**config.mk**
```make
export PLATFORM = sky130hd
export DESIGN_NAME = lcd_drive_gate
export DESIGN_NICKNAME = d
export VERILOG_FILES = /design/src/rtl/lcd_drv_pkg.sv /design/src/rtl/lcd_drv_len_sel.sv /design/src/rtl/lcd_drv_timer.sv /design/src/rtl/lcd_drive_gate.sv
export SDC_FILE = /design/constraint.sdc
export NUM_CORES = 1
export LEC_CHECK = 0
export BUFFER_PORTS_ARGS = -buffer_cell sky130_fd_sc_hd__buf_2
export CELL_PAD_IN_SITES_DETAIL_PLACEMENT = 1
export CELL_PAD_IN_SITES_GLOBAL_PLACEMENT = 2
export CORE_UTILIZATION = 29
export CTS_CLUSTER_DIAMETER = 60
export CTS_CLUSTER_SIZE = 24
export DETAILED_ROUTE_END_ITERATION = 16
export PLACE_DENSITY = 0.83
export SLEW_MARGIN = 10
export SYNTH_ARGS = -nofsm -noshare
export SYNTH_HDL_FRONTEND = slang
export SYNTH_SLANG_ARGS = --single-unit
```
**constraint.sdc**
```tcl
create_clock -name clk -period 5.2 [get_ports clk]
set_input_delay 1.04 -clock clk [delete_from_list [all_inputs] [get_ports clk]]
set_output_delay 1.04 -clock clk [all_outputs]
set_load 0.02 [all_outputs]
```
**src/rtl/lcd_drv_pkg.sv**
```systemverilog
package lcd_drv_pkg;

  localparam int NUM_FIXED = 7;
  localparam logic [2:0] CODE_HALF = 3'd7;

  // Fixed on-time in microseconds for codes 0..6
  function automatic int fixed_us(input int idx);
    case (idx)
      0:       fixed_us = 300;
      1:       fixed_us = 70;
      2:       fixed_us = 150;
      3:       fixed_us = 450;
      4:       fixed_us = 575;
      5:       fixed_us = 850;
      default: fixed_us = 1150;
    endcase
  endfunction

  // Whole clock cycles for a fixed on-time at the given clock (kHz)
  function automatic int fixed_cycles(input int idx, input int clk_khz);
    fixed_cycles = (fixed_us(idx) * clk_khz) / 1000;
  endfunction

endpackage

```
**src/rtl/lcd_drv_len_sel.sv**
```systemverilog
module lcd_drv_len_sel
  import lcd_drv_pkg::*;
#(
  parameter int CLK_KHZ = 100,
  parameter int HW      = 16,
  parameter int CW      = 16
) (
  input  logic          clk,
  input  logic          rst,
  input  logic [HW-1:0] half_cycles,
  input  logic [2:0]    drv_code,
  input  logic          static_duty,
  input  logic          blank,
  output logic [CW-1:0] len
);

  localparam int XW = (HW > CW) ? HW : CW;

  logic [XW-1:0] fixed_tab [NUM_FIXED];
  logic [XW-1:0] half_x;
  logic [XW-1:0] pick;
  logic [XW-1:0] clamped;

  genvar gi;
  generate
    for (gi = 0; gi < NUM_FIXED; gi++) begin : g_tab
      assign fixed_tab[gi] = XW'(fixed_cycles(gi, CLK_KHZ));
    end
  endgenerate

  assign half_x = XW'(half_cycles);

  always_comb begin
    if (static_duty || blank || drv_code == CODE_HALF) begin
      pick = half_x;
    end else begin
      pick = fixed_tab[drv_code];
    end
    clamped = (pick > half_x) ? half_x : pick;
    len     = CW'(clamped);
  end

  // selected length never above the half period
  p_clamp_r4: assert property (@(posedge clk) disable iff (rst)
    XW'(len) <= half_x);

  // static or blank always gives the half period
  p_mode_half_r5: assert property (@(posedge clk) disable iff (rst)
    (static_duty || blank) |-> XW'(len) == half_x);

endmodule

```
**src/rtl/lcd_drv_timer.sv**
```systemverilog
module lcd_drv_timer #(
  parameter int CW = 16
) (
  input  logic          clk,
  input  logic          rst,
  input  logic          start,
  input  logic [CW-1:0] len,
  output logic          busy_d,
  output logic          busy_q
);

  logic [CW-1:0] rem_q;
  logic [CW-1:0] rem_d;

  always_comb begin
    busy_d = busy_q;
    rem_d  = rem_q;
    if (start) begin
      busy_d = (len != '0);
      rem_d  = (len != '0) ? len - CW'(1) : '0;
    end else if (busy_q) begin
      if (rem_q == '0) begin
        busy_d = 1'b0;
      end else begin
        rem_d = rem_q - CW'(1);
      end
    end
  end

  always_ff @(posedge clk) begin
    if (rst) begin
      busy_q <= 1'b0;
      rem_q  <= '0;
    end else begin
      busy_q <= busy_d;
      rem_q  <= rem_d;
    end
  end

  // a strobe always restarts; busy follows the length it was given
  p_restart_r8: assert property (@(posedge clk) disable iff (rst)
    start |=> busy_q == ($past(len) != '0));

  // final count ends the pulse when no new strobe comes
  p_end_r10: assert property (@(posedge clk) disable iff (rst)
    (busy_q && rem_q == '0 && !start) |=> !busy_q);

  // zero length never starts a pulse
  p_zero_r9: assert property (@(posedge clk) disable iff (rst)
    (start && len == '0) |=> !busy_q);

endmodule

```
**src/rtl/lcd_drive_gate.sv**
```systemverilog
module lcd_drive_gate #(
  parameter int CLK_KHZ = 100,
  parameter int HW      = 16,
  parameter int CW      = 16
) (
  input  logic          clk,
  input  logic          rst,
  input  logic          xfer_stb,
  input  logic [HW-1:0] half_cycles,
  input  logic [2:0]    drv_code,
  input  logic          max_drive,
  input  logic          static_duty,
  input  logic          blank,
  output logic          drv_en
);

  logic [CW-1:0] len;
  logic          busy_d;
  logic          busy_q;

  lcd_drv_len_sel #(
    .CLK_KHZ(CLK_KHZ),
    .HW     (HW),
    .CW     (CW)
  ) u_len (
    .clk        (clk),
    .rst        (rst),
    .half_cycles(half_cycles),
    .drv_code   (drv_code),
    .static_duty(static_duty),
    .blank      (blank),
    .len        (len)
  );

  lcd_drv_timer #(
    .CW(CW)
  ) u_tmr (
    .clk   (clk),
    .rst   (rst),
    .start (xfer_stb),
    .len   (len),
    .busy_d(busy_d),
    .busy_q(busy_q)
  );

  always_ff @(posedge clk) begin
    if (rst) begin
      drv_en <= 1'b0;
    end else begin
      drv_en <= max_drive | busy_d;
    end
  end

  // reset clears the enable
  p_reset_low_r1: assert property (@(posedge clk) rst |=> !drv_en);

  // max drive holds the enable high
  p_max_on_r6: assert property (@(posedge clk) disable iff (rst)
    max_drive |=> drv_en);

  // enable mirrors the pulse timer when max drive is off
  p_follow_r10: assert property (@(posedge clk) disable iff (rst)
    !max_drive |=> drv_en == busy_q);

endmodule

```
=== Word-level counts from Yosys, hierarchy flattened ===
Memory sizes are Yosys's and may differ from the RTL's.
Cells that the tools add are included.

* Flip-flop bits (word level): 18
* Latch bits: 0
* RAM bits: 0
* ROM bits: 128
* Bits of input ports: 25
* Output and inout port bits: 1
* Logic and storage cells: 29
* Memories: 1

{| class="wikitable"
|+ Memory list
! name !! depth !! width !! read ports !! clocked after memory_dff !! write ports !! RTL line !! text
|-
| (name not given) || 8 || 16 || 1 || 0 || 0 || lcd_drv_len_sel.sv:37 || <nowiki>pick = fixed_tab[drv_code];</nowiki>
|}

* Add/subtract/negate cells: 2
* Multipliers: 0
* Div/mod/pow operators: 0
* $lt $le $gt $ge: 2
* Eq/ne operators: 2
* Shift-type cells: 0
* Multiplexer cells: 11
* Bitwise operators: 2
* Reduce and logical (&&, ||, !) cells: 6

{| class="wikitable"
|+ Operators by type and width
! kind !! count
|-
| $mux 16 || 8
|-
| $sub 16x1->16 const B || 2
|-
| $gt 16x16->1 || 1
|-
| $logic_not 16->1 || 1
|-
| $reduce_bool 16->1 || 1
|-
| $ge 4x4->1 const B || 1
|-
| $not 3->4 || 1
|-
| $eq 3x3->1 const B || 1
|-
| $mux 1 || 3
|-
| $logic_or 1x1->1 || 2
|-
| $ne 2x2->1 const B || 1
|-
| $reduce_and 2->1 || 1
|-
| $reduce_bool 2->1 || 1
|-
| $or 1x1->1 || 1
|}

=== Logic depth before layout (Yosys ltp) ===
Gate-level depths: netlist (run 1).

* Depth after elaboration: 10
* Gate-level depth with buffers: 20
* Mapped depth without buffers: 16

=== Hierarchy ===
From an unflattened synthesis (run 1), not the netlist that was laid out.

* Cells, all modules: 242
* Area, all modules: 1955.6 um^2

{| class="wikitable"
|+ Modules (own cells, without submodules)
! module !! instances !! cells an instance !! area each (um^2)
|-
| lcd_drv_timer || 1 || 170 || 1387.6
|-
| lcd_drv_len_sel || 1 || 70 || 538.0
|-
| lcd_drive_gate || 1 || 2 || 30.0
|}

=== Least setup slack after synthesis (run 1) ===
No wires, ideal clock.

* Path kind: input -> register
* Start: in drv_code[2]
* End: reg drv_en
* Library setup time: 0.133 ns
* Data arrival time: 4.858 ns
* Required time: 5.067 ns
* Setup slack: 0.209 ns
* Cell stages on the path: 20
* Path buffers: 4
* Cell sequence: buf_2 or3_1 o22ai_1 inv_1 ha_1 and4_1 o21ai_0 a21boi_0 o21ai_1 clkbuf_1 mux2i_1 ha_1 clkbuf_1 nand4_1 or2_1 mux2_4 o21a_2 buf_6 a21oi_1 a21oi_1

* Longest elaborated chain between the ends: 10
* Elaborated cells on any way between the ends: 12
* Classes of those cells: order compare: 1; eq/ne: 1; mux: 5; bitwise: 2; reduce/logical: 2; memory: 1

{| class="wikitable"
|+ Ends and longest elaborated chain
! what !! RTL line !! text
|-
| start, declared || lcd_drive_gate.sv:10 || <nowiki>input logic [2:0] drv_code,</nowiki>
|-
| $not 3->4 (not written as such) || lcd_drv_len_sel.sv:37 ||
|-
| $mem_v2 8x16 || n/a ||
|-
| $mux 16 (not written as such) (2 in series) || lcd_drv_len_sel.sv:37 ||
|-
| $mux 16 * || lcd_drv_len_sel.sv:34 || <nowiki>if (static_duty || blank || drv_code == CODE_HALF) begin</nowiki>
|-
| $gt 16x16->1 || lcd_drv_len_sel.sv:39 || <nowiki>clamped = (pick > half_x) ? half_x : pick;</nowiki>
|-
| $mux 16 * || lcd_drv_len_sel.sv:39 ||
|-
| $reduce_bool 16->1 * || lcd_drv_timer.sv:19 || <nowiki>busy_d = (len != '0);</nowiki>
|-
| $mux 1 * || lcd_drv_timer.sv:18 || <nowiki>if (start) begin</nowiki>
|-
| $or 1x1->1 * || lcd_drive_gate.sv:50 || <nowiki>drv_en <= max_drive | busy_d;</nowiki>
|-
| end signal, assigned || lcd_drive_gate.sv:50 ||
|-
| end, declared || lcd_drive_gate.sv:14 || <nowiki>output logic drv_en</nowiki>
|}

Every way passes the cells marked *; elsewhere a longest branch is shown, timed or not. The select of a mux whose other input is x is not followed.
A chain may end at the register's enable or synchronous reset.

=== Worst setup path in the final report (run 1) ===
* Start: in drv_code[1]
* End: reg u_tmr.rem_q[3]

* Longest elaborated chain between the ends: 10
* Elaborated cells on any way between the ends: 13
* Classes of those cells: add/sub: 1; order compare: 1; eq/ne: 1; mux: 6; bitwise: 1; reduce/logical: 2; memory: 1

{| class="wikitable"
|+ Ends and longest elaborated chain
! what !! RTL line !! text
|-
| $not 3->4 (not written as such) || lcd_drv_len_sel.sv:37 ||
|-
| $mem_v2 8x16 || n/a ||
|-
| $mux 16 (not written as such) (2 in series) || lcd_drv_len_sel.sv:37 ||
|-
| $mux 16 * || lcd_drv_len_sel.sv:34 ||
|-
| $gt 16x16->1 || lcd_drv_len_sel.sv:39 ||
|-
| $mux 16 * || lcd_drv_len_sel.sv:39 ||
|-
| $sub 16x1->16 or $reduce_bool 16->1 (tied branches) || lcd_drv_timer.sv:20 || <nowiki>rem_d = (len != '0) ? len - CW'(1) : '0;</nowiki>
|-
| $mux 16 * || lcd_drv_timer.sv:20 ||
|-
| $mux 16 * || lcd_drv_timer.sv:18 ||
|-
| end signal, assigned || lcd_drv_timer.sv:36 || <nowiki>rem_q <= rem_d;</nowiki>
|-
| end, declared || lcd_drv_timer.sv:12 || <nowiki>logic [CW-1:0] rem_q;</nowiki>
|}

Marks and branches as above.

==> results of run 1 <==
layer usage:
| metal | track usage (%) | vias up | wire, um |
|---|---|---|---|
| met2 | 33.4 | 33 | 2730 |
| met5 | 0 | - | 0 |
| met1 | 22.4 | 962 | 2680 |
| met3 | 2.36 | 2 | 150 |
| li1 | - | 986 | - |
| met4 | 2.68 | 0 | 28 |
sequential cells by signal, indices dropped and copies added, names as in the netlist:
register / count
u_tmr.busy_q: 1
drv_en: 1
u_tmr.rem_q: 16
critical path: cells and delay by family:
family | cells | cell delay, ns
and+or+nand+nor | 5 | 0.89
buffers and inverters | 2 | 0.26
adders and majority gates | 2 | 0.46
AOI/OAI and AO/OA | 6 | 1.57
muxes | 2 | 0.57
final cells by class:
class                   instances  area (um2)  share of cell area [%]
repair buffers                 30         163                    7.88
clock buffers                   4        55.1                    2.67
well taps                      75        93.8                    4.55
flip-flops and latches         18         360                    17.5
inverters                      15        56.3                    2.73
multi-input cells             211        1340                    64.7
per-stage QoR:
stage / hold WS (ns) / setup WS, ns / util (%) / cells / power, W
6_report: 0.494 / 0.553 / 34.4 / 353 / 0.000476
5_1_grt: 0.522 / 0.190 / 34.4 / 353 / 0.000511
4_1_cts: 0.497 / 0.564 / 34.4 / 353 / 0.000480
3_5_place_dp: 0.483 / 0.295 / 33.5 / 349 / 0.000361
3_3_place_gp: 0.485 / 0.377 / 33.5 / 349 / 0.000357
2_1_floorplan: 0.456 / 0.209 / - / 256 / 0.000306
power groups by stage:
| stage | logic [W] | registers, W | clock network [W] |
|---|---|---|---|
| after floorplan | 0.000142 | 0.000164 | 0 |
| after global placement | 0.000189 | 0.000168 | 0 |
| after detailed placement | 0.000192 | 0.000169 | 0 |
| after CTS | 0.000193 | 0.000166 | 0.000120 |
| after global routing | 0.000216 | 0.000168 | 0.000127 |
| final | 0.000193 | 0.000166 | 0.000118 |
logic make-up after synthesis:
group | count (synthesis) | share of synthesized area, %
xor+xnor | 17 | 8.20
simple gates | 104 | 28.0
fa+ha+maj | 9 | 6.20
flops | 18 | 19.8
buf+inv | 27 | 6.62
compound gates | 76 | 28.1
mux | 5 | 3.10
synthesized netlist by cell type (3+ instances only):
master,count,share of area (%)
or3_1,4,1.4
o21ai_0,14,3.9
a21oi_1,18,5.0
nand4_1,3,1.0
xnor2_1,12,5.8
dfxtp_1,18,20
a211oi_1,7,2.9
a22oi_1,3,1.2
nor2_1,27,5.6
nand2_1,20,4.1
mux2i_1,3,1.7
nand3_1,11,3.0
nor4_1,4,1.4
a31oi_1,5,1.7
nor3_1,19,5.2
clkbuf_1,7,1.4
and2_1,3,1.0
nand2b_1,4,1.4
o22ai_1,5,1.7
xor2_1,5,2.4
ha_1,9,6.2
inv_1,15,3.1
o211a_1,3,1.7
worst max path at each step:
| stage | from | to | slack, ns | cells past startpoint |
|---|---|---|---|---|
| after global placement | drv_code[1] | u_tmr.rem_q[11] | 0.38 | 17 |
| after detailed placement | drv_code[1] | u_tmr.rem_q[11] | 0.30 | 17 |
| after global routing | drv_code[1] | u_tmr.rem_q[11] | 0.19 | 17 |
| final | drv_code[1] | u_tmr.rem_q[3] | 0.55 | 17 |
| after floorplan | drv_code[2] | drv_en | 0.21 | 20 |
| after CTS | drv_code[1] | u_tmr.rem_q[3] | 0.56 | 17 |
layout by cell type, fill, tap and decap left out, drive strengths merged, types with 4 or more instances in the layout:
cell type / instances
a21oi: 18
nand3: 11
ha: 9
nor2: 27
nand2b: 4
or3: 5
nor4: 4
a211oi: 7
clkbuf: 4
nor3: 19
inv: 15
buf: 30
a31oi: 5
xor2: 5
dfxtp: 18
o21ai: 15
o22ai: 5
xnor2: 12
nand2: 20
==> metrics.md, run 1 <==
| Metric | Value |
|---|---|
| DRC | 0 |
| Largest stage delay, worst path | 0.51 ns |
| TritonCTS clock tree | built |
| Global route overflow | 0 |
| DR vias | 1,983 |
| Area Growth Syn to Fin | 13.6% |
| Ant. Diodes | 0 |
| Starting density of the core | 30.3% |
| Sequential Power Share | 34.8% |
| R2R Path End | u_tmr.rem_q[3] |
| Reg-to-reg critical path startpoint | u_tmr.rem_q[0] |
| Min cycle time layout | 4.65 ns |
| Max frequency | 215 MHz |
| Switching fraction of total power | 37.6% |
| WL final | 5590 um |
| Worst slew pin tran | 0.723 ns |
| Final Hold Viols | 0 |
| Lkg Pwr | 0.836 nW |
| Final count of pins violating max slew | 0 |
| Reg-to-reg slack, setup | 2.17 ns |
| CTS H-tree depth | 1 |
| Slew Limit Headroom | 51.2% |
| Clk sinks | 18 |
| Internal power | 0.000297 W |
| Post-synth cell types | 53 |
| Hold-critical path endpoint | u_tmr.rem_q[1] |
| Clock Latency Late Sink | 0.26 ns |
| Critical path class | in2reg |
| Peak supply drop | 109 uV |
| CTS hold repair buffers | 0 |
| Largest net degree at the start of global routing | 16 |
| DP Area | 2010 um2 |
| Worst Hold Depth | 2 |
| DRT antenna net count | 0 |
| RSZ-0062 raised after global routing | no |
| WL per Instance | 15.8 um |
| Syn Area/Cell | 7.09 um2 |
| Root Buffer | clkbuf_8 |
| Post-synthesis sequential area ratio | 19.8% |
| Mapped cell area | 1820 um2 |
| Post-synth EDFFs | 0 |
| Critical Path End Type | flop |
| Pwr Density | 231 nW/um2 |
| DR iter-0 viols | 66 |
| NumNets Final | 313 |
| PortBufs | 25 |
| Global-route wire length before repair | 9260 um |
| Crit-path max FO | 13 |
| Layout cells sized above 1 | 15.1% |
| Worst-path clk slew | 0.07 ns |
| Total CTS buffers | 3 |
| Nature of the critical path startpoint | input pin |
| Die Span Y | 81.1 um |
| Clock Power Share | 24.7% |
| Post-CTS Setup Inserts | 0 |
| Number of global-route vias before repair | 2,010 |
| Switching power | 0.000179 W |
| Main synth FF type | dfxtp_1 |
| Max Root-Sink Buffers | 2 |
| Hold Startpoint | u_tmr.rem_q[1] |
| Die span in x | 81.1 um |
| Fillers | 777 |
| Dpl hpwl | 4520 um |
| Slowest CP cell | a211oi_1 |
| Fraction of registers with async set or reset after synthesis | 0% |
| Total Routing Usage GR | 18.1% |
| Post-CTS resize count | 0 |
| Max-capacitance violation count | 0 |
| Crit path required time | 5.34 ns |
| Final instance area | 2060 um2 |
| Count of final setup violators | 0 |
| CP cell instances | buf_2 -> a211oi_1 -> a2bb2oi_2 -> inv_1 -> ha_1 -> and4_1 -> and4_1 -> a21oi_1 -> o21ai_1 -> mux2_2 -> ha_1 -> nand4_1 -> or2_1 -> mux2_4 -> o21a_2 -> a221oi_1 -> nor3_1 |
| Drt pass-1 iters | 4 |
| Total die area | 6580 um2 |
| Mapped Nets | 290 |
| Initial antenna violation count | 0 |
| Period utilization | 89.4% |
| Flops & latches, synth | 18 |
| DR vias/cell | 5.62 |
| Cells after Synth | 256 |
| Worst R2R Path Depth | 8 |
| GPL Wtd Cong | 0.831 |
| Core Rows | 28 |
| Synth warn | 0 |
| Setup TNS | 0 ns |
| Worst Path Arrival | 4.79 ns |
| Run status | complete, no violations |
| Io pins | 26 |
| Worst min path class | reg2reg |
| Combinational Power Share | 40.5% |
| Placeable core area | 5990 um2 |
| Clock skew | 0.00330 ns |
(Power assumes the default switching activity.)
==> run 2, diff against run 1 <==
--- a/config.mk
+++ b/config.mk
@@ -5,10 +5,11 @@
 export SDC_FILE = /design/constraint.sdc
 export NUM_CORES = 1
 export LEC_CHECK = 0
+export ABC_AREA = 1
 export BUFFER_PORTS_ARGS = -buffer_cell sky130_fd_sc_hd__buf_2
 export CELL_PAD_IN_SITES_DETAIL_PLACEMENT = 1
 export CELL_PAD_IN_SITES_GLOBAL_PLACEMENT = 2
-export CORE_UTILIZATION = 29
+export CORE_UTILIZATION = 27
 export CTS_CLUSTER_DIAMETER = 60
 export CTS_CLUSTER_SIZE = 24
 export DETAILED_ROUTE_END_ITERATION = 16
==> metrics.md, run 2 <==
| Metric | Value |
|---|---|
| Run status | complete, no violations |
| CTS hold repair buffers | 0 |
| DRT antenna net count | 0 |
| Post-synth EDFFs | 0 |
| Synth warn | 0 |
| Dpl hpwl | 5400 um |
| DRC | 0 |
| Top post-synthesis cells by area | dfxtp_1, nand2_1, inv_1 |
| Count of final setup violators | 0 |
| Worst min path class | reg2reg |
| Post-synth cell types | 36 |
| Critical Path End Type | flop |
| Area share of the largest cell type after synthesis | 16.7% |
| Most common cell after layout, fill and taps aside | nand2_1 |
| Total die area | 8340 um2 |
| Main synth FF type | dfxtp_1 |
| Number of global-route vias before repair | 2,482 |
| Total CTS buffers | 3 |
| Peak supply drop | 71.5 uV |
| CTS H-tree depth | 1 |
| Crit path required time | 5.35 ns |
| Worst R2R Path Depth | 12 |
| Fraction of registers with async set or reset after synthesis | 0% |
| Clk sinks | 18 |
| Drt pass-1 iters | 4 |
| Crit-path max FO | 14 |
| Largest registers | u_tmr.rem_q x16, drv_en x1, u_tmr.busy_q x1 |
| Post-CTS Setup Inserts | 0 |
| Count leader, synth | nand2_1 |
| Mapped Nets | 410 |
| Global-route wire length before repair | 11,500 um |
| Max Root-Sink Buffers | 2 |
| Met1 usage | 22.2% |
| Syn Area/Cell | 5.73 um2 |
| Worst-path clk slew | 0.07 ns |
| Root Buffer | clkbuf_8 |
| DR vias/cell | 4.80 |
| DR vias | 2,406 |
| DP Area | 2380 um2 |
| Critical path class | in2reg |
| Hold Startpoint | u_tmr.rem_q[0] |
| Reg-to-reg slack, setup | 2.67 ns |
| Placeable core area | 7730 um2 |
| Largest net degree at the start of global routing | 21 |
| Min cycle time layout | 4.23 ns |
| Area Growth Syn to Fin | 13.0% |
| Final instance area | 2430 um2 |
| Cells after Synth | 376 |
| Post-CTS resize count | 0 |
| WL final | 6470 um |
| Layout cells sized above 1 | 15.0% |
| Fillers | 1,079 |
| Met2 Track Usage GR | 30.1% |
| Lkg Pwr | 1.19 nW |
| Period utilization | 81.4% |
| Flops & latches, synth | 18 |
| PortBufs | 25 |
| Worst Hold Depth | 2 |
| Initial antenna violation count | 0 |
| Dominant cell type by area after synthesis | dfxtp_1 |
| Max frequency | 236 MHz |
| Io pins | 26 |
| Worst slew pin tran | 0.617 ns |
| Max-capacitance violation count | 0 |
| NumNets Final | 434 |
| Global route overflow | 0 |
| Clock skew | 0.00371 ns |
| Total Routing Usage GR | 16.7% |
| Max FFs per register | 16 |
| Final Hold Viols | 0 |
| Core Rows | 32 |
| Nature of the critical path startpoint | input pin |
| Clock Latency Late Sink | 0.25 ns |
| DR iter-0 viols | 62 |
| Die span in x | 91.3 um |
| Post-synthesis sequential area ratio | 16.7% |
| GPL Wtd Cong | 0.807 |
| Commonest cells in the netlist | nand2_1, inv_1, nor2_1 |
| Largest register by flop count | u_tmr.rem_q |
| Slew Limit Headroom | 58.7% |
| Most frequent cells in the layout | nand2_1, inv_1, nor2_1, nand3_1, o21ai_0 |
| Setup TNS | 0 ns |
| GR Layer Usage met3 | 0.921% |
| Final count of pins violating max slew | 0 |
| Busiest grt layer | met2 |
| RSZ-0062 raised after global routing | no |
| Pwr Density | 212 nW/um2 |
| Reg-to-reg critical path startpoint | u_tmr.rem_q[0] |
| Hold-critical path endpoint | u_tmr.rem_q[0] |
| TritonCTS clock tree | built |
| Mapped cell area | 2150 um2 |
| Ant. Diodes | 0 |
| WL per Instance | 12.9 um |
| Die Span Y | 91.3 um |
| Starting density of the core | 27.9% |
| Worst Path Arrival | 4.38 ns |
| R2R Path End | u_tmr.rem_q[8] |
==> run 2: changes by cell type in the layout (fill, tap and decap cells not counted), moves of 6 or more <==
cell	before	now
nor3_1	19	4
a211oi_1	7	0
nand3_2	0	6
inv_1	15	60
o21ai_0	14	36
a21oi_2	0	6
nand2_1	20	84
nand3_1	11	42
nor2_1	27	44
xnor2_1	12	4
==> run 2: cell type report <==
class	count	area (um2)	area share, %
well taps	102	128	5.24
clock buffers	4	55.1	2.26
flip-flops and latches	18	360	14.8
repair buffers	26	133	5.45
multi-input cells	287	1520	62.3
inverters	64	243	9.97
==> run 2: metal layers <==
layer | routed length [um] | up-vias
met2 | 3060 | 38
met4 | 27 | 0
li1 | - | 1262
met5 | 0 | -
met3 | 140 | 2
met1 | 3250 | 1104
==> run 2: critical path, cell delays in order <==
cell     delay [ns]
buf_2          0.11
nor2_2         0.29
nand2_4        0.11
inv_2          0.22
o21ai_0        0.15
inv_1          0.07
ha_1           0.23
nand2_1        0.11
nor2_1         0.06
nand2_1        0.06
nand3_1        0.07
nand2_1        0.06
nand2_1        0.23
nand2_4        0.19
nand2_1        0.07
nand2_1        0.18
ha_1           0.26
nand3_1        0.15
nor2_4         0.19
nand3_2        0.10
nand2_2        0.11
o21ai_0        0.16
and2_1         0.18
==> run 2: cell families (layout without fill, tap and decap cells) <==
family | Yosys count | count (layout) | share of synthesized area, %
xor gates and xnor gates | 8 | 8 | 3.25
adders and majority gates | 9 | 9 | 5.23
AOI/OAI and AO/OA | 68 | 68 | 18.6
DFF | 18 | 18 | 16.7
and+or+nand+nor | 202 | 202 | 43.3
buffers and inverters | 71 | 94 | 12.9
==> run 2: worst max-delay path by stage <==
| stage | depth (start not counted) | slack [ns] | start | end |
|---|---|---|---|---|
| floorplan | 25 | 1.32 | blank | u_tmr.rem_q[6] |
| finish | 23 | 0.97 | blank | u_tmr.busy_q |
| global route | 24 | 0.54 | blank | drv_en |
| detailed placement | 23 | 0.68 | blank | u_tmr.busy_q |
| global placement | 23 | 0.89 | blank | u_tmr.busy_q |
| CTS | 23 | 0.95 | blank | u_tmr.busy_q |
==> run 2: where the power goes <==
group | internal (W) | switching (W) | total, W
logic | 0.0000780 | 0.000156 | 0.000234
registers | 0.000152 | 0.0000139 | 0.000166
clock network | 0.0000673 | 0.0000503 | 0.000118
total | 0.000297 | 0.000220 | 0.000517
==> run 2: stage by stage <==
step	setup slack [ns]	cells	hold slack [ns]	utilization (%)	total power [W]
CTS	0.950	501	0.582	31.5	0.000523
floorplan	1.32	376	0.526	-	0.000339
finish	0.967	501	0.579	31.5	0.000517
global route	0.542	501	0.653	31.5	0.000564
global placement	0.889	497	0.572	30.8	0.000398
detailed placement	0.680	497	0.571	30.8	0.000403
